**src/rtl/txd_pkg.sv**
```systemverilog
package txd_pkg;
    localparam int NSLOT      = 4;
    localparam int SLOT_W     = $clog2(NSLOT);
    localparam int REG_AW     = 8;
    localparam int LEN_W      = 13;
    localparam int THR_W      = 6;
    localparam int THR_LSB    = 16;
    localparam int UNIT_SHIFT = 5;
    localparam int BIT_OWN    = 13;
    localparam int BIT_OK     = 15;
    localparam int BIT_ABORT  = 30;
    localparam int IRQ_OK_BIT  = 2;
    localparam int IRQ_ERR_BIT = 3;

    localparam logic [LEN_W-1:0]  MAX_LEN    = 13'd1792;
    localparam logic [REG_AW-1:0] STAT_BASE  = 8'h10;
    localparam logic [REG_AW-1:0] ADDR_BASE  = 8'h20;
    localparam logic [REG_AW-1:0] IRQ_OFS    = 8'h3C;
    localparam logic [31:0]       FIELD_MASK = 32'h003F_1FFF;

    typedef struct packed {
        logic [31:0]      base;
        logic [LEN_W-1:0] len;
        logic [THR_W-1:0] thr;
    } job_t;

    typedef struct packed {
        logic              valid;
        logic              ok;
        logic [SLOT_W-1:0] slot;
    } done_t;

    function automatic logic len_bad(input logic [LEN_W-1:0] len);
        return (len == '0) || (len > MAX_LEN);
    endfunction

    // Bytes that must be buffered before output may begin.
    function automatic logic [LEN_W-1:0] start_count(input logic [THR_W-1:0] thr,
                                                     input logic [LEN_W-1:0] len,
                                                     input logic [LEN_W-1:0] depth);
        logic [LEN_W-1:0] t;
        t = LEN_W'(thr) << UNIT_SHIFT;
        if (len < t)   t = len;
        if (depth < t) t = depth;
        return t;
    endfunction
endpackage

```
**src/rtl/txd_slots.sv**
```systemverilog
module txd_slots
    import txd_pkg::*;
(
    input  logic              clk,
    input  logic              rst,
    input  logic              reg_we,
    input  logic [REG_AW-1:0] reg_addr,
    input  logic [31:0]       reg_wdata,
    output logic [31:0]       reg_rdata,
    input  logic [SLOT_W-1:0] sel,
    output job_t              sel_job,
    output logic              sel_own,
    input  done_t             done,
    output logic              irq_ok,
    output logic              irq_err
);
    logic [31:0] stat_q [NSLOT];
    logic [31:0] addr_q [NSLOT];

    for (genvar gi = 0; gi < NSLOT; gi++) begin : g_slot
        localparam logic [REG_AW-1:0] S_OFS = STAT_BASE + REG_AW'(4 * gi);
        localparam logic [REG_AW-1:0] A_OFS = ADDR_BASE + REG_AW'(4 * gi);
        logic fin;
        assign fin = done.valid && (done.slot == SLOT_W'(gi));

        always_ff @(posedge clk) begin
            if (rst) begin
                stat_q[gi] <= 32'(1) << BIT_OWN;
                addr_q[gi] <= '0;
            end else begin
                if (reg_we && reg_addr == A_OFS)
                    addr_q[gi] <= reg_wdata;
                if (fin)
                    stat_q[gi] <= stat_q[gi] | (32'(1) << BIT_OWN)
                                 | (done.ok ? (32'(1) << BIT_OK) : (32'(1) << BIT_ABORT));
                else if (reg_we && reg_addr == S_OFS && stat_q[gi][BIT_OWN])
                    stat_q[gi] <= reg_wdata & FIELD_MASK;
            end
        end
    end

    logic w1c;
    assign w1c = reg_we && (reg_addr == IRQ_OFS);

    always_ff @(posedge clk) begin
        if (rst) begin
            irq_ok  <= 1'b0;
            irq_err <= 1'b0;
        end else begin
            irq_ok  <= (irq_ok  & ~(w1c & reg_wdata[IRQ_OK_BIT]))  | (done.valid &  done.ok);
            irq_err <= (irq_err & ~(w1c & reg_wdata[IRQ_ERR_BIT])) | (done.valid & ~done.ok);
        end
    end

    always_comb begin
        sel_job.base = addr_q[sel];
        sel_job.len  = stat_q[sel][LEN_W-1:0];
        sel_job.thr  = stat_q[sel][THR_LSB +: THR_W];
        sel_own      = stat_q[sel][BIT_OWN];
    end

    always_comb begin
        reg_rdata = '0;
        for (int i = 0; i < NSLOT; i++) begin
            if (reg_addr == STAT_BASE + REG_AW'(4 * i)) reg_rdata = stat_q[i];
            if (reg_addr == ADDR_BASE + REG_AW'(4 * i)) reg_rdata = addr_q[i];
        end
        if (reg_addr == IRQ_OFS) begin
            reg_rdata[IRQ_OK_BIT]  = irq_ok;
            reg_rdata[IRQ_ERR_BIT] = irq_err;
        end
    end
endmodule

```
**src/rtl/txd_fifo.sv**
```systemverilog
module txd_fifo #(
    parameter int W     = 8,
    parameter int DEPTH = 64,
    localparam int AW   = $clog2(DEPTH)
) (
    input  logic         clk,
    input  logic         rst,
    input  logic         push,
    input  logic [W-1:0] din,
    input  logic         pop,
    output logic [W-1:0] dout,
    output logic [AW:0]  count,
    output logic         empty
);
    logic [W-1:0]  mem [DEPTH];
    logic [AW-1:0] wp, rp;

    assign dout  = mem[rp];
    assign empty = (count == '0);

    always_ff @(posedge clk) begin
        if (push) mem[wp] <= din;
    end

    always_ff @(posedge clk) begin
        if (rst) begin
            wp    <= '0;
            rp    <= '0;
            count <= '0;
        end else begin
            if (push) wp <= wp + 1'b1;
            if (pop)  rp <= rp + 1'b1;
            count <= count + (AW+1)'(push) - (AW+1)'(pop);
        end
    end
endmodule

```
**src/rtl/txd_ctl.sv**
```systemverilog
module txd_ctl
    import txd_pkg::*;
#(
    parameter int DEPTH = 64,
    localparam int AW   = $clog2(DEPTH)
) (
    input  logic              clk,
    input  logic              rst,
    input  job_t              cur_job,
    input  logic              cur_own,
    output logic [SLOT_W-1:0] cur_slot,
    input  logic [AW:0]       fifo_count,
    input  logic              fifo_empty,
    output logic              push,
    output logic              pop,
    output logic              mem_rd,
    output logic [31:0]       mem_addr,
    output logic              tx_valid,
    output logic              tx_last,
    input  logic              tx_ready,
    output done_t             done
);
    typedef enum logic {S_IDLE, S_RUN} state_t;

    state_t            state;
    job_t              job_q;
    logic [LEN_W-1:0]  iss_cnt, rcv_cnt, snd_cnt, start_q, rcv_next;
    logic              started, rd_q, space, fire;

    assign space    = ({1'b0, fifo_count} + (AW+2)'(rd_q)) < (AW+2)'(DEPTH);
    assign mem_rd   = (state == S_RUN) && (iss_cnt < job_q.len) && space;
    assign mem_addr = job_q.base + 32'(iss_cnt);
    assign push     = rd_q;
    assign tx_valid = (state == S_RUN) && started && !fifo_empty;
    assign tx_last  = (snd_cnt == job_q.len - LEN_W'(1));
    assign fire     = tx_valid && tx_ready;
    assign pop      = fire;
    assign rcv_next = rcv_cnt + LEN_W'(rd_q);
    assign cur_slot = done.slot;

    always_comb begin
        done.ok    = (state == S_RUN);
        done.valid = ((state == S_IDLE) && !cur_own && len_bad(cur_job.len))
                   || (fire && tx_last);
    end

    always_ff @(posedge clk) begin
        if (rst) begin
            state     <= S_IDLE;
            done.slot <= '0;
            job_q     <= '0;
            iss_cnt   <= '0;
            rcv_cnt   <= '0;
            snd_cnt   <= '0;
            start_q   <= '0;
            started   <= 1'b0;
            rd_q      <= 1'b0;
        end else begin
            rd_q <= mem_rd;
            case (state)
                S_IDLE: begin
                    if (!cur_own) begin
                        if (len_bad(cur_job.len)) begin
                            done.slot <= done.slot + 1'b1;
                        end else begin
                            job_q   <= cur_job;
                            iss_cnt <= '0;
                            rcv_cnt <= '0;
                            snd_cnt <= '0;
                            started <= 1'b0;
                            start_q <= start_count(cur_job.thr, cur_job.len, LEN_W'(DEPTH));
                            state   <= S_RUN;
                        end
                    end
                end
                S_RUN: begin
                    iss_cnt <= iss_cnt + LEN_W'(mem_rd);
                    rcv_cnt <= rcv_next;
                    if (rcv_next >= start_q) started <= 1'b1;
                    if (fire) snd_cnt <= snd_cnt + 1'b1;
                    if (fire && tx_last) begin
                        state     <= S_IDLE;
                        started   <= 1'b0;
                        done.slot <= done.slot + 1'b1;
                    end
                end
                default: state <= S_IDLE;
            endcase
        end
    end
endmodule

```
**src/rtl/txd_engine.sv**
```systemverilog
module txd_engine
    import txd_pkg::*;
#(
    parameter int FIFO_DEPTH = 64,
    localparam int FAW       = $clog2(FIFO_DEPTH)
) (
    input  logic              clk,
    input  logic              rst,
    input  logic              reg_we,
    input  logic [REG_AW-1:0] reg_addr,
    input  logic [31:0]       reg_wdata,
    output logic [31:0]       reg_rdata,
    output logic              mem_rd,
    output logic [31:0]       mem_addr,
    input  logic [7:0]        mem_rdata,
    output logic              tx_valid,
    output logic [7:0]        tx_data,
    output logic              tx_last,
    input  logic              tx_ready
);
    job_t              cur_job;
    logic              cur_own;
    logic [SLOT_W-1:0] cur_slot;
    done_t             done;
    logic              irq_ok, irq_err;
    logic              push, pop, fifo_empty;
    logic [FAW:0]      fifo_count;
    logic              done_vld, done_ok;
    logic [SLOT_W-1:0] done_slot;

    assign done_vld  = done.valid;
    assign done_ok   = done.ok;
    assign done_slot = done.slot;

    txd_slots u_slots (
        .clk(clk), .rst(rst),
        .reg_we(reg_we), .reg_addr(reg_addr), .reg_wdata(reg_wdata), .reg_rdata(reg_rdata),
        .sel(cur_slot), .sel_job(cur_job), .sel_own(cur_own),
        .done(done), .irq_ok(irq_ok), .irq_err(irq_err)
    );

    txd_fifo #(.W(8), .DEPTH(FIFO_DEPTH)) u_fifo (
        .clk(clk), .rst(rst),
        .push(push), .din(mem_rdata), .pop(pop), .dout(tx_data),
        .count(fifo_count), .empty(fifo_empty)
    );

    txd_ctl #(.DEPTH(FIFO_DEPTH)) u_ctl (
        .clk(clk), .rst(rst),
        .cur_job(cur_job), .cur_own(cur_own), .cur_slot(cur_slot),
        .fifo_count(fifo_count), .fifo_empty(fifo_empty),
        .push(push), .pop(pop),
        .mem_rd(mem_rd), .mem_addr(mem_addr),
        .tx_valid(tx_valid), .tx_last(tx_last), .tx_ready(tx_ready),
        .done(done)
    );
endmodule

```
**config.mk**
```make
export PLATFORM = sky130hd
export DESIGN_NAME = txd_engine
export DESIGN_NICKNAME = d
export VERILOG_FILES = /design/src/rtl/txd_pkg.sv /design/src/rtl/txd_slots.sv /design/src/rtl/txd_fifo.sv /design/src/rtl/txd_ctl.sv /design/src/rtl/txd_engine.sv
export SDC_FILE = /design/constraint.sdc
export NUM_CORES = 1
export LEC_CHECK = 0
export ABC_CLOCK_PERIOD_IN_PS = 8600
export BUFFER_PORTS_ARGS = -buffer_cell sky130_fd_sc_hd__buf_4
export CELL_PAD_IN_SITES_DETAIL_PLACEMENT = 1
export CELL_PAD_IN_SITES_GLOBAL_PLACEMENT = 2
export CORE_MARGIN = 2
export CORE_UTILIZATION = 45
export DETAILED_ROUTE_END_ITERATION = 7
export PLACE_DENSITY = 0.86
export SLEW_MARGIN = 20
export SYNTH_ARGS = -nofsm -noshare
export SYNTH_HDL_FRONTEND = slang
export SYNTH_SLANG_ARGS = --single-unit
```
**constraint.sdc**
```tcl
create_clock -name clk -period 8.6 [get_ports clk]
set_input_delay 0.86 -clock clk [delete_from_list [all_inputs] [get_ports clk]]
set_output_delay 0.86 -clock clk [all_outputs]
set_load 0.1 [all_outputs]
```
# --- Yosys cells after proc, flatten, opt, wreduce, memory -nomap -nowiden ---
# Memory sizes are Yosys's and may differ from the RTL's. A register that Yosys moved wholly into a read port is not among the register bits.
# Index checks and enable logic that the tools add are counted.
totals:
  elab_cells: 214
  n_memories: 3
  input_bits: 52
  ramBits: 768
  ff_bits: 91
classes:
  bitwise: 29
  n_addsub: 11
  order_cmp: 6
  n_mux: 95
  eq_ne: 19
  reduce_logical: 37
mem_list:
  columns: ["memory", "words", "width", "rd", "rd_clocked_by_memory_dff", "write_ports", "line", "source"]
  rows:
  - ["u_fifo.mem", 64, 8, 1, 1, 1, "txd_fifo.sv:15", "logic [W-1:0] mem [DEPTH];"]
  - ["u_slots.addr_q", 4, 32, 5, 1, 4, "txd_slots.sv:18", "logic [31:0] addr_q [NSLOT];"]
  - ["u_slots.stat_q", 4, 32, 5, 1, 4, "txd_slots.sv:17", "logic [31:0] stat_q [NSLOT];"]
ops:
  columns: ["cell", "count"]
  rows:
  - ["$mux W32", 20]
  - ["$or A32 B32 Y32", 4]
  - ["$mux W13", 9]
  - ["$pmux W13 S2", 3]
  - ["$mux W1", 51]
  - ["$eq A8 B6 Y1 const B", 5]
  - ["$add A32 B13 Y32", 1]
  - ["$eq A8 B5 Y1 const B", 4]
  - ["$mux W31", 1]
  - ["$add A13 B1 Y13", 2]
  - ["$logic_and A1 B1 Y1", 25]
  - ["$or A1 B1 Y1", 14]
  - ["$add A13 B1 Y13 const B", 1]
  - ["$eq A13 B13 Y1", 1]
  - ["$ge A13 B13 Y1", 1]
  - ["$gt A13 B11 Y1 const B", 1]
  - ["$logic_not A13 Y1", 1]
  - ["$lt A13 B11 Y1", 1]
  - ["$lt A13 B13 Y1", 1]
  - ["$lt A7 B13 Y1 const A", 1]
  - ["$sub A13 B1 Y13 const B", 1]
  - ["$add A6 B1 Y6 const B", 2]
  - ["$mux W2", 6]
  - ["$mux W6", 2]
  - ["19 further kinds", 39]

# --- Logic depth before layout (Yosys ltp) ---
# Gate-level depths: netlist of the first run.
depth:
  word_depth: 12
  ltp_mapped: 19
  ltp_nobuf: 18

# --- Modules after synthesis ---
# From an unflattened synthesis of the first run, not the netlist that was laid out.
hier_totals:
  cells_unflattened: 2750
  hier_area_um2: 38892.3
modules_own_cells:
  columns: ["mod", "cells_each", "area_per_inst_um2", "n_inst", "seq_area_each_um2"]
  rows:
  - ["txd_fifo", 1044, 21050.2, 1, 15875.2]
  - ["txd_slots", 921, 11687.5, 1, 6526.3]
  - ["txd_ctl", 785, 6154.7, 1, 2042.0]

# --- Worst setup path after synthesis of the first run ---
# Ideal clock, no wire load.
synth_timing:
  kind: "flip-flop to output port"
  from: "reg u_ctl.iss_cnt[1]"
  to: "out mem_addr[10]"
  path_stages_with_launch: 9
  t_required_ps: 7740
  t_arrival_ps: 5243
  setup_slack_ps: 2497
  path_cell_list: "dfxtp_1 inv_1 fa_1 nor2b_1 o21ai_0 a21boi_0 o211a_1 o21ai_0 o311ai_0"
synth_via:
  elab_chain_cells: 1
synth_lines:
  columns: ["item", "line", "source"]
  rows:
  - ["start, declared", "txd_ctl.sv:27", "logic [LEN_W-1:0] iss_cnt, rcv_cnt, snd_cnt, start_q, rcv_next;"]
  - ["start signal, assigned", "txd_ctl.sv:77", "iss_cnt <= iss_cnt + LEN_W'(mem_rd);"]
  - ["$add A32 B13 Y32", "txd_ctl.sv:32", "assign mem_addr = job_q.base + 32'(iss_cnt);"]
  - ["end, declared", "txd_engine.sv:14", "output logic [31:0] mem_addr,"]
# Every way passes these cells.

# --- Worst setup path in the final report of the first run ---
layout_timing:
  from: "reg u_ctl.iss_cnt[0]"
  to: "out mem_addr[26]"
# Same word-level chain as after synthesis.

==> impl_metrics.py, run 1 <==
metrics = {
    "final_layout": {
        "layout_common_cells": "edfxtp_1 (728), mux4_2 (219), nor2_1 (191)",
        "finalCoreUtilization_pct": 51.5,
        "fin_nets": 2711,
        "areaGrowthSynthToFinish_pct": 13.3,
        "final_common_cell": "edfxtp_1",
        "antenna_cells": 0,
        "nFillCells": 7974,
        "drive_above_1_share_pct": 20.4,
    },
    "global_routing": {
        "grt_max_degree": 129,
        "grt_pass1_vias": 24500,
        "overflow": 0,
        "grt_pass1_wl_mm": 157,
        "antenna_found_initial": 3,
        "grt_util_all_layers_pct": 24.2,
    },
    "timing": {
        "setup_viol": 0,
        "rsz0062_at_grt": "no",
        "worstMarginPinSlew_ns": 1.12,
        "maxSlewHeadroom_pct": 25.2,
        "setup_tns_ns": 0,
        "fmax_mhz": 190,
        "period_needed_ns": 5.25,
        "hold_viol": 0,
        "clock_skew_ns": 0.0776,
        "period_share_pct": 61.0,
        "maxSlewViolCount": 0,
    },
    "floorplan": {
        "core_sq_um": 83700,
        "fp.dieW_um": 295,
        "die_area_sq_um": 86800,
        "floorplan.rows": 106,
        "pin_count": 127,
        "dieHeight_um": 295,
        "start_util_pct": 45.4,
    },
    "synthesis": {
        "synth_top_area_cell": "edfxtp_1",
        "ys_warn_count": 0,
        "synth_ff_type": "edfxtp_1",
        "synthTopCellsByArea": "edfxtp_1 (58%), mux4_2 (13%), dfxtp_1 (6.9%), and3_1 (2.3%), ha_1 (2.3%)",
        "ys_ff_latch": 859,
        "syn-cell-area_sq_um": 38000,
        "synth_enable_flop_cells": 728,
        "synthDominantCellAreaShare_pct": 57.5,
        "synth_fp_nets": 2602,
        "synth_cells": 2479,
        "ys_seq_area_share_pct": 64.4,
        "synth_async_sr_flop_share_pct": 0,
        "ys_types": 76,
        "avgSynthCellArea_sq_um": 15.3,
    },
    "power_and_ir_drop": {
        "irDropWorstVdd_mv": 0.161,
        "p_leak_nw": 14.5,
        "internal-power_mw": 6.70,
        "power_frac_comb_pct": 2.2,
        "p_per_area_nw_per_um2": 199,
        "p_switching_mw": 1.87,
        "switching_share_pct": 21.8,
        "seq_power_share_pct": 53.5,
        "pwr-share-clk_pct": 44.3,
    },
    "setup_path": {
        "critPathMostFrequentCell": "o21ai_0",
        "crit_path_end_kind": "output pin",
        "worst_path_largest_cell_delay_ns": 0.83,
        "slowest_stage": "a31oi_2",
        "crit_arrival_ns": 4.39,
        "path_cells": "ha_1 -> inv_1 -> fa_1 -> nor2b_1 -> o21ai_0 -> a21boi_0 -> o2111ai_1 -> a31oi_2 -> o21ai_0 -> xnor2_1 -> buf_4",
        "critical_path_class": "reg -> out",
        "cp.required_ns": 7.74,
        "path_max_fanout": 10,
        "start_kind": "flop",
        "worst-path-buf-inv": 2,
        "cp_top_family": "compound AO/OA/AOI/OAI gates",
    },
    "clock_network": {
        "cts_tree": "built",
        "cts_max_level": 3,
        "path_clk_slew_ns": 0.06,
        "hold_buffers": 0,
        "cts_setup_buffers": 0,
        "insertion_delay_ns": 0.69,
        "cts_root_buf": "clkbuf_16",
        "cts_resized": 0,
        "clock-sinks": 859,
        "cts_made_buffers": 92,
        "clockBufferDepth": 3,
    },
    "placed_design": {
        "port_buffers": 126,
        "place_congestion": 0.865,
        "dpl.hpwl_mm": 66.3,
    },
    "routing": {
        "drcViolationCount": 0,
        "postRouteAntennaNets": 0,
        "drtIter0Drc": 2107,
        "avgViaCountPerCell": 6.12,
        "wl_per_cell_um": 27.5,
        "vias": 23200,
        "routed_wl_mm": 104,
        "dr.pass1.iters": 5,
    },
    "run_status": {
        "status": "completed",
    },
    "run": {
        "drv_cap": 0,
    },
    "worst_hold_path": {
        "hold_path.class": "reg -> reg",
    },
}
## cell families (layout without fill, tap and decap cells)
family	after synthesis	in the layout	synth area share, %
muxes	256	256	13.9
AOI/OAI and AO/OA	318	318	5.89
adders and majority gates	71	71	2.38
xor gates and xnor gates	75	75	1.76
and+or+nand+nor	678	678	9.29
buffers and inverters	222	405	2.33
DFF	859	859	64.4
## per-layer routing
layer | vias to the layer above | share of wire [%] | track usage [%] | wire (um)
li1 | 9948 | - | - | -
met1 | 12200 | 42 | 32.7 | 43400
met2 | 900 | 48 | 39.6 | 50400
met3 | 192 | 7.5 | 4.92 | 7850
met4 | 6 | 2.6 | 7.14 | 2710
met5 | - | 0.040 | 0 | 42
## tightest hold or removal path: cells and delay by family, from the launching register on
kind / cells / cell delay, ns
simple gates: 1 / 0.04
flops: 1 / 0.29
buf+inv: 1 / 0.06
## cells in the mapped netlist, types with 36 or more instances
master    count
edfxtp_1    728
nor2_1      197
o21ai_0      54
and3_1      139
a21oi_1      50
and2_1       83
xnor2_1      39
mux2i_1      37
dfxtp_1     131
ha_1         69
a221oi_1     36
clkbuf_1    109
mux4_2      219
inv_1        68
nand2_1      88
## area by class of cell
| cell class | instances | area [sq um] | area share, % |
|---|---|---|---|
| clock buffers | 129 | 2480 | 5.76 |
| well taps | 1134 | 1420 | 3.29 |
| multi-input cells | 1398 | 12700 | 29.5 |
| clock inverters | 39 | 398 | 0.924 |
| inverters | 72 | 270 | 0.628 |
| repair buffers | 165 | 1290 | 3.00 |
| flip-flops and latches | 859 | 24500 | 56.9 |
## path summary, 6_finish.rpt
kind | endpoint | startpoint | slack (ns) | depth (start not counted)
worst max-delay path | mem_addr[26] | u_ctl.iss_cnt[0]$_SDFFE_PP0P_ | 3.35 | 11
worst min-delay path | u_ctl.start_q[9]$_SDFFE_PP0P_ | u_ctl.start_q[9]$_SDFFE_PP0P_ | 0.44 | 2
worst max register to register | u_slots.stat_q[2][19]$_SDFFCE_PN0P_ | flop | 3.81 | 8
worst min register to register | u_ctl.start_q[9]$_SDFFE_PP0P_ | u_ctl.start_q[9]$_SDFFE_PP0P_ | 0.44 | 2
## power by group through the flow
stage | logic, mW | registers, mW | clock network, mW
floorplan | 0.0814 | 4.66 | 0
global placement | 0.181 | 4.67 | 0
detailed placement | 0.191 | 4.67 | 0
CTS | 0.191 | 4.58 | 3.85
global route | 0.203 | 4.59 | 3.99
finish | 0.191 | 4.58 | 3.79
## through the flow
step / setup slack, ns / hold slack, ns / area [sq um] / power (mW) / std cells
3_3_place_gp: 3.93 / 0.437 / 40100 / 4.85 / 3626
3_5_place_dp: 3.80 / 0.438 / 40100 / 4.86 / 3626
6_report: 3.35 / 0.443 / 43100 / 8.57 / 3796
5_1_grt: 2.96 / 0.467 / 43100 / 8.78 / 3796
2_1_floorplan: 2.50 / 0.420 / 38000 / 4.74 / 2479
4_1_cts: 3.28 / 0.447 / 43000 / 8.63 / 3794
## state kept, by name, summed over array words and instances, names as in the netlist, named ones only
register         cells
u_fifo.rp            6
u_ctl.cur_slot       2
u_fifo.wp            6
u_ctl.rcv_cnt       13
u_ctl.started        1
u_slots.irq_err      1
u_ctl.job_q         45
u_ctl.iss_cnt       13
u_ctl.push           1
u_ctl.start_q       13
u_fifo.count         7
u_slots.irq_ok       1
u_slots.addr_q     128
u_ctl.state          1
u_ctl.snd_cnt       13
u_slots.stat_q      88
u_fifo.mem         512
No activity file was read; power rests on OpenSTA's default activity.
==> run 2, diff against run 1 <==
ABC_CLOCK_PERIOD_IN_PS = 4600   (was 8600)
CORE_UTILIZATION = 42   (was 45)
PLACE_DENSITY = 0.84   (was 0.86)
clock period = 4.6 ns   (was 8.6 ns; I/O delays follow)
==> impl_metrics.py, run 2 (synthesis gave the netlist of run 1 again) <==
metrics = {
    "floorplan": {
        "fp.dieW_um": 305,
        "dieHeight_um": 305,
        "core_sq_um": 89900,
        "pin_count": 127,
        "start_util_pct": 42.3,
        "die_area_sq_um": 92900,
        "floorplan.rows": 110,
    },
    "timing": {
        "fmax_mhz": 235,
        "period_needed_ns": 4.25,
        "period_share_pct": 92.4,
        "setup_viol": 0,
        "maxSlewHeadroom_pct": 27.7,
        "setup_tns_ns": 0,
        "hold_viol": 0,
        "clock_skew_ns": 0.0775,
        "rsz0062_at_grt": "no",
        "worstMarginPinSlew_ns": 1.08,
        "maxSlewViolCount": 0,
    },
    "setup_path": {
        "start_kind": "flop",
        "critical_path_class": "reg -> out",
        "r2r_cells": 8,
        "slowest_stage": "dfxtp_1",
        "worst_path_largest_cell_delay_ns": 0.53,
        "r2r-end": "u_slots.stat_q[1][4]$_DFFE_PP_",
        "path_max_fanout": 10,
        "crit_path_end_kind": "output pin",
        "path_cells": "inv_1 -> fa_1 -> nor2b_1 -> o21ai_0 -> a21boi_1 -> o2111ai_1 -> a31oi_1 -> buf_4 -> o2111ai_1 -> xnor2_1 -> buf_4",
        "cp.required_ns": 4.14,
        "crit_arrival_ns": 3.79,
        "r2r_slack_ns": 0.57,
    },
    "run": {
        "drv_cap": 0,
    },
    "final_layout": {
        "largest_register_ffs": 512,
        "areaGrowthSynthToFinish_pct": 14.2,
        "largestRegisters": "u_fifo.mem x512, u_slots.addr_q x128, u_slots.stat_q x88",
        "final_common_cell": "edfxtp_1",
        "fin_nets": 2735,
        "drive_above_1_share_pct": 21.3,
        "fin_area_sq_um": 43400,
        "finalCoreUtilization_pct": 48.3,
        "largest_register": "u_fifo.mem",
        "nFillCells": 8659,
        "layout_common_cells": "edfxtp_1 (728), mux4_2 (219), nor2_1 (192)",
    },
    "routing": {
        "dr.pass1.iters": 7,
        "routed_wl_mm": 104,
        "avgViaCountPerCell": 6.03,
        "drtIter0Drc": 2173,
        "postRouteAntennaNets": 0,
        "wl_per_cell_um": 26.8,
        "drcViolationCount": 0,
        "vias": 23300,
    },
    "clock_network": {
        "cts_root_buf": "clkbuf_16",
        "insertion_delay_ns": 0.67,
        "path_clk_slew_ns": 0.06,
        "cts_tree": "built",
        "cts_max_level": 3,
        "clock-sinks": 859,
        "cts_made_buffers": 90,
        "clockBufferDepth": 3,
    },
    "power_and_ir_drop": {
        "p_leak_nw": 14.7,
        "total_power_mw": 16.1,
        "p_per_area_nw_per_um2": 370,
        "irDropWorstVdd_mv": 0.284,
    },
    "placed_design": {
        "dpl.hpwl_mm": 67.6,
        "place_congestion": 0.880,
        "placed_cell_area_sq_um": 40500,
        "port_buffers": 126,
    },
    "worst_hold_path": {
        "min_path_cells": 2,
        "hold_path.class": "in -> reg",
        "hold_path_end": "u_slots.addr_q[2][28]$_SDFFCE_PN0P_",
        "min-delay-start": "reg_wdata[28]",
    },
    "global_routing": {
        "grt_max_degree": 77,
        "grt_pass1_vias": 24500,
        "grt_pass1_wl_mm": 158,
        "grt_util_all_layers_pct": 22.3,
        "antenna_found_initial": 4,
        "overflow": 0,
    },
    "run_status": {
        "status": "completed",
    },
}
[run 2: changes by cell type in the layout (fill, tap and decap cells not counted), moves of 4 or more]
cell,previous run,this run
buf_4,162,180
clkbuf_1,33,22
buf_12,1,10
clkinv_1,16,22
clkinv_2,11,16
bufinv_16,2,6
[run 2: metrics by stage]
stage	instances	hold slack [ns]	worst slack, ns
3_5_place_dp	3695	0.438	0.581
3_3_place_gp	3695	0.439	0.707
6_report	3867	0.125	0.349
5_1_grt	3865	0.107	0.0771
4_1_cts	3865	0.0816	0.155
2_1_floorplan	2479	0.420	0.0732
[run 2: repair_timing]
item | CTS | global route
gates resized for setup | 0 | 1
hold endpoints to repair | 1 | 0
hold buffers | 1 | 0
setup endpoints to repair | 0 | 6
buffers inserted | 0 | 0
[run 2: how the worst max path moves through the flow]
stage,start,to,depth (start not counted)
6_report,u_ctl.iss_cnt[1]$_SDFFE_PP0P_,mem_addr[28],11
5_1_grt,u_ctl.job_q[6]$_SDFFE_PP0P_,tx_last,8
4_1_cts,u_ctl.iss_cnt[1]$_SDFFE_PP0P_,mem_addr[28],11
3_5_place_dp,flop,u_slots.stat_q[1][4]$_DFFE_PP_,8
3_3_place_gp,flop,u_slots.stat_q[1][4]$_DFFE_PP_,8
2_1_floorplan,u_ctl.iss_cnt[1]$_SDFFE_PP0P_,mem_addr[10],8
[run 2: final cells by class]
cell class                      instances  area [sq um]  share of cell area, %
Inverter                               72           270                  0.622
Timing Repair Buffer                  191          1560                   3.60
Tap cell                             1176          1470                   3.39
Sequential cell                       859         24500                   56.4
Clock inverter                         55           554                   1.28
Clock buffer                          114          2360                   5.44
Multi-Input combinational cell       1398         12700                   29.3
Antenna cell                            2          5.00                 0.0115
[run 2: metal layers]
layer / global-route usage, % / up-vias / part of all wire, %
li1: - / 9999 / -
met1: 31.1 / 12200 / 42
met2: 36.1 / 951 / 48
met3: 4.21 / 171 / 7.2
met4: 5.98 / 4 / 2.4
met5: 0 / - / 0.025
[run 2: report_power, final]
group | internal (mW) | leakage (nW) | switching, mW
logic | 0.0903 | 5.51 | 0.277
registers | 8.51 | 7.77 | 0.0551
clock network | 4.02 | 1.42 | 3.11
[run 2: worst max-delay path: cells and delay by family, from the launching register on]
| kind | cells | cell delay, ns |
|---|---|---|
| AO/OA/AOI/OAI | 5 | 1.03 |
| AND/OR/NAND/NOR | 1 | 0.12 |
| adder cells (fa/ha/maj) | 1 | 0.46 |
| XOR/XNOR | 1 | 0.28 |
| buffers and inverters | 3 | 0.72 |
| flip-flops | 1 | 0.53 |
==> run 3, diff against run 2 <==
ABC_CLOCK_PERIOD_IN_PS = 3570   (was 4600)
clock period = 3.57 ns   (was 4.6 ns; I/O delays follow)
==> impl_metrics.py, run 3 (synthesis gave the netlist of run 1 again) <==
metrics = {
    "run_status": {
        "status": "finished with violations",
        "violations": "negative setup slack",
    },
    "clock_network": {
        "cts_tree": "built",
        "cts_max_level": 3,
        "cts_made_buffers": 90,
        "clock-sinks": 859,
        "cts_root_buf": "clkbuf_16",
        "insertion_delay_ns": 0.68,
        "path_clk_slew_ns": 0.06,
        "clockBufferDepth": 3,
    },
    "global_routing": {
        "grt_util_all_layers_pct": 23.7,
        "grt_max_degree": 85,
        "grt_pass1_wl_mm": 165,
        "antenna_found_initial": 3,
        "grt_pass1_vias": 25200,
        "overflow": 0,
    },
    "routing": {
        "vias": 23900,
        "postRouteAntennaNets": 0,
        "wl_per_cell_um": 28.3,
        "routed_wl_mm": 112,
        "drtIter0Drc": 2481,
        "dr.pass1.iters": 5,
        "drcViolationCount": 0,
        "avgViaCountPerCell": 6.06,
    },
    "setup_path": {
        "critical_path_class": "reg -> out",
        "start_kind": "flop",
        "crit_path_end_kind": "output pin",
        "path_cells": "buf_12 -> buf_12 -> buf_16 -> mux4_2 -> mux4_2 -> mux4_2 -> buf_12",
        "path_max_fanout": 5,
        "crit_arrival_ns": 3.40,
        "slowest_stage": "mux4_2",
        "worst_path_largest_cell_delay_ns": 0.56,
        "r2r_cells": 9,
        "worst-path-buf-inv": 4,
        "r2r_slack_ns": 0.09,
        "cp.required_ns": 3.21,
        "r2r-end": "u_slots.stat_q[3][0]$_DFFE_PP_",
        "cp_top_family": "multiplexers",
    },
    "timing": {
        "hold_viol": 0,
        "setup_viol": 13,
        "rsz0062_at_grt": "yes",
        "layout_setup_ws_ns": -0.185,
        "period_needed_ns": 3.76,
        "clock_skew_ns": 0.0449,
        "maxSlewViolCount": 0,
        "fmax_mhz": 266,
        "setup_tns_ns": -1.18,
        "holdWs_ns": 0.0268,
        "period_share_pct": 105,
        "maxSlewHeadroom_pct": 26.8,
        "worstMarginPinSlew_ns": 1.09,
    },
    "worst_hold_path": {
        "hold_path_end": "u_slots.stat_q[1][8]$_DFFE_PP_",
        "hold_path.class": "in -> reg",
        "min_path_cells": 2,
        "min-delay-start": "reg_wdata[8]",
    },
    "placed_design": {
        "port_buffers": 126,
        "dpl.hpwl_mm": 69.1,
        "place_congestion": 0.861,
    },
    "final_layout": {
        "fin_nets": 2821,
        "largestRegisters": "u_fifo.mem x512, u_slots.addr_q x128, u_slots.stat_q x88",
        "largest_register_ffs": 512,
        "layout_common_cells": "edfxtp_1 (728), mux4_2 (219), nor2_1 (191)",
        "largest_register": "u_fifo.mem",
        "final_common_cell": "edfxtp_1",
        "finalCoreUtilization_pct": 50.7,
        "nFillCells": 8543,
        "drive_above_1_share_pct": 25.9,
        "areaGrowthSynthToFinish_pct": 19.8,
    },
    "floorplan": {
        "die_area_sq_um": 92900,
        "start_util_pct": 42.3,
        "floorplan.rows": 110,
        "dieHeight_um": 305,
        "fp.dieW_um": 305,
        "pin_count": 127,
        "core_sq_um": 89900,
    },
    "run": {
        "drv_cap": 0,
    },
    "power_and_ir_drop": {
        "irDropWorstVdd_mv": 0.355,
        "p_per_area_nw_per_um2": 459,
        "p_leak_nw": 15.5,
    },
}
run 3: how the worst max path moves through the flow:
stage / cells past startpoint / from / endpoint
2_1_floorplan: 19 / u_fifo.count[2]$_SDFF_PP0_ / u_fifo.count[6]$_SDFF_PP0_
3_3_place_gp: 9 / flop / u_slots.stat_q[0][12]$_DFFE_PP_
3_5_place_dp: 9 / flop / u_slots.stat_q[2][9]$_SDFFCE_PN0P_
4_1_cts: 7 / flop / tx_data[7]
5_1_grt: 14 / u_ctl.job_q[19]$_SDFFE_PP0P_ / mem_addr[28]
6_report: 7 / flop / tx_data[0]
run 3: repair_timing:
item	in CTS	in global routing
resized for setup	119	55
gates cloned	12	4
hold endpoints to repair	33	0
endpoints found under the setup margin	30	83
hold buffers	13	0
pin swaps	12	16
buffers inserted	18	11
run 3: layer usage:
metal	part of all wire (%)	global-route usage, %	vias up
met5	0.028	0	-
met3	7.7	5.01	190
met4	2.9	7.78	4
met2	50	39.1	1083
li1	-	-	10200
met1	40	31.2	12500
run 3: where the power goes:
group / internal [mW] / switching [mW]
sequential: 11.0 / 0.0720
combinational: 0.133 / 0.369
clock: 5.26 / 4.09
total: 16.4 / 4.53
run 3: area by class of cell:
cell class / count / area (sq um) / area share (%)
Sequential cell: 859 / 24500 / 53.8
Tap cell: 1176 / 1470 / 3.23
Clock buffer: 118 / 2380 / 5.22
Antenna cell: 1 / 2.50 / 0.00550
Timing Repair Buffer: 277 / 3080 / 6.76
Multi-Input combinational cell: 1398 / 13300 / 29.1
Clock inverter: 49 / 548 / 1.20
Inverter: 72 / 270 / 0.594
run 3: through the flow:
| step | cell area (sq um) | std cells | power (mW) | worst slack, ns |
|---|---|---|---|---|
| floorplan | 38300 | 2479 | 11.4 | 0.00975 |
| global placement | 41100 | 3724 | 11.7 | 0.186 |
| detailed placement | 41100 | 3724 | 11.7 | 0.0765 |
| CTS | 45100 | 3934 | 20.9 | -0.149 |
| global route | 45500 | 3950 | 21.4 | -0.222 |
| finish | 45500 | 3950 | 20.9 | -0.185 |
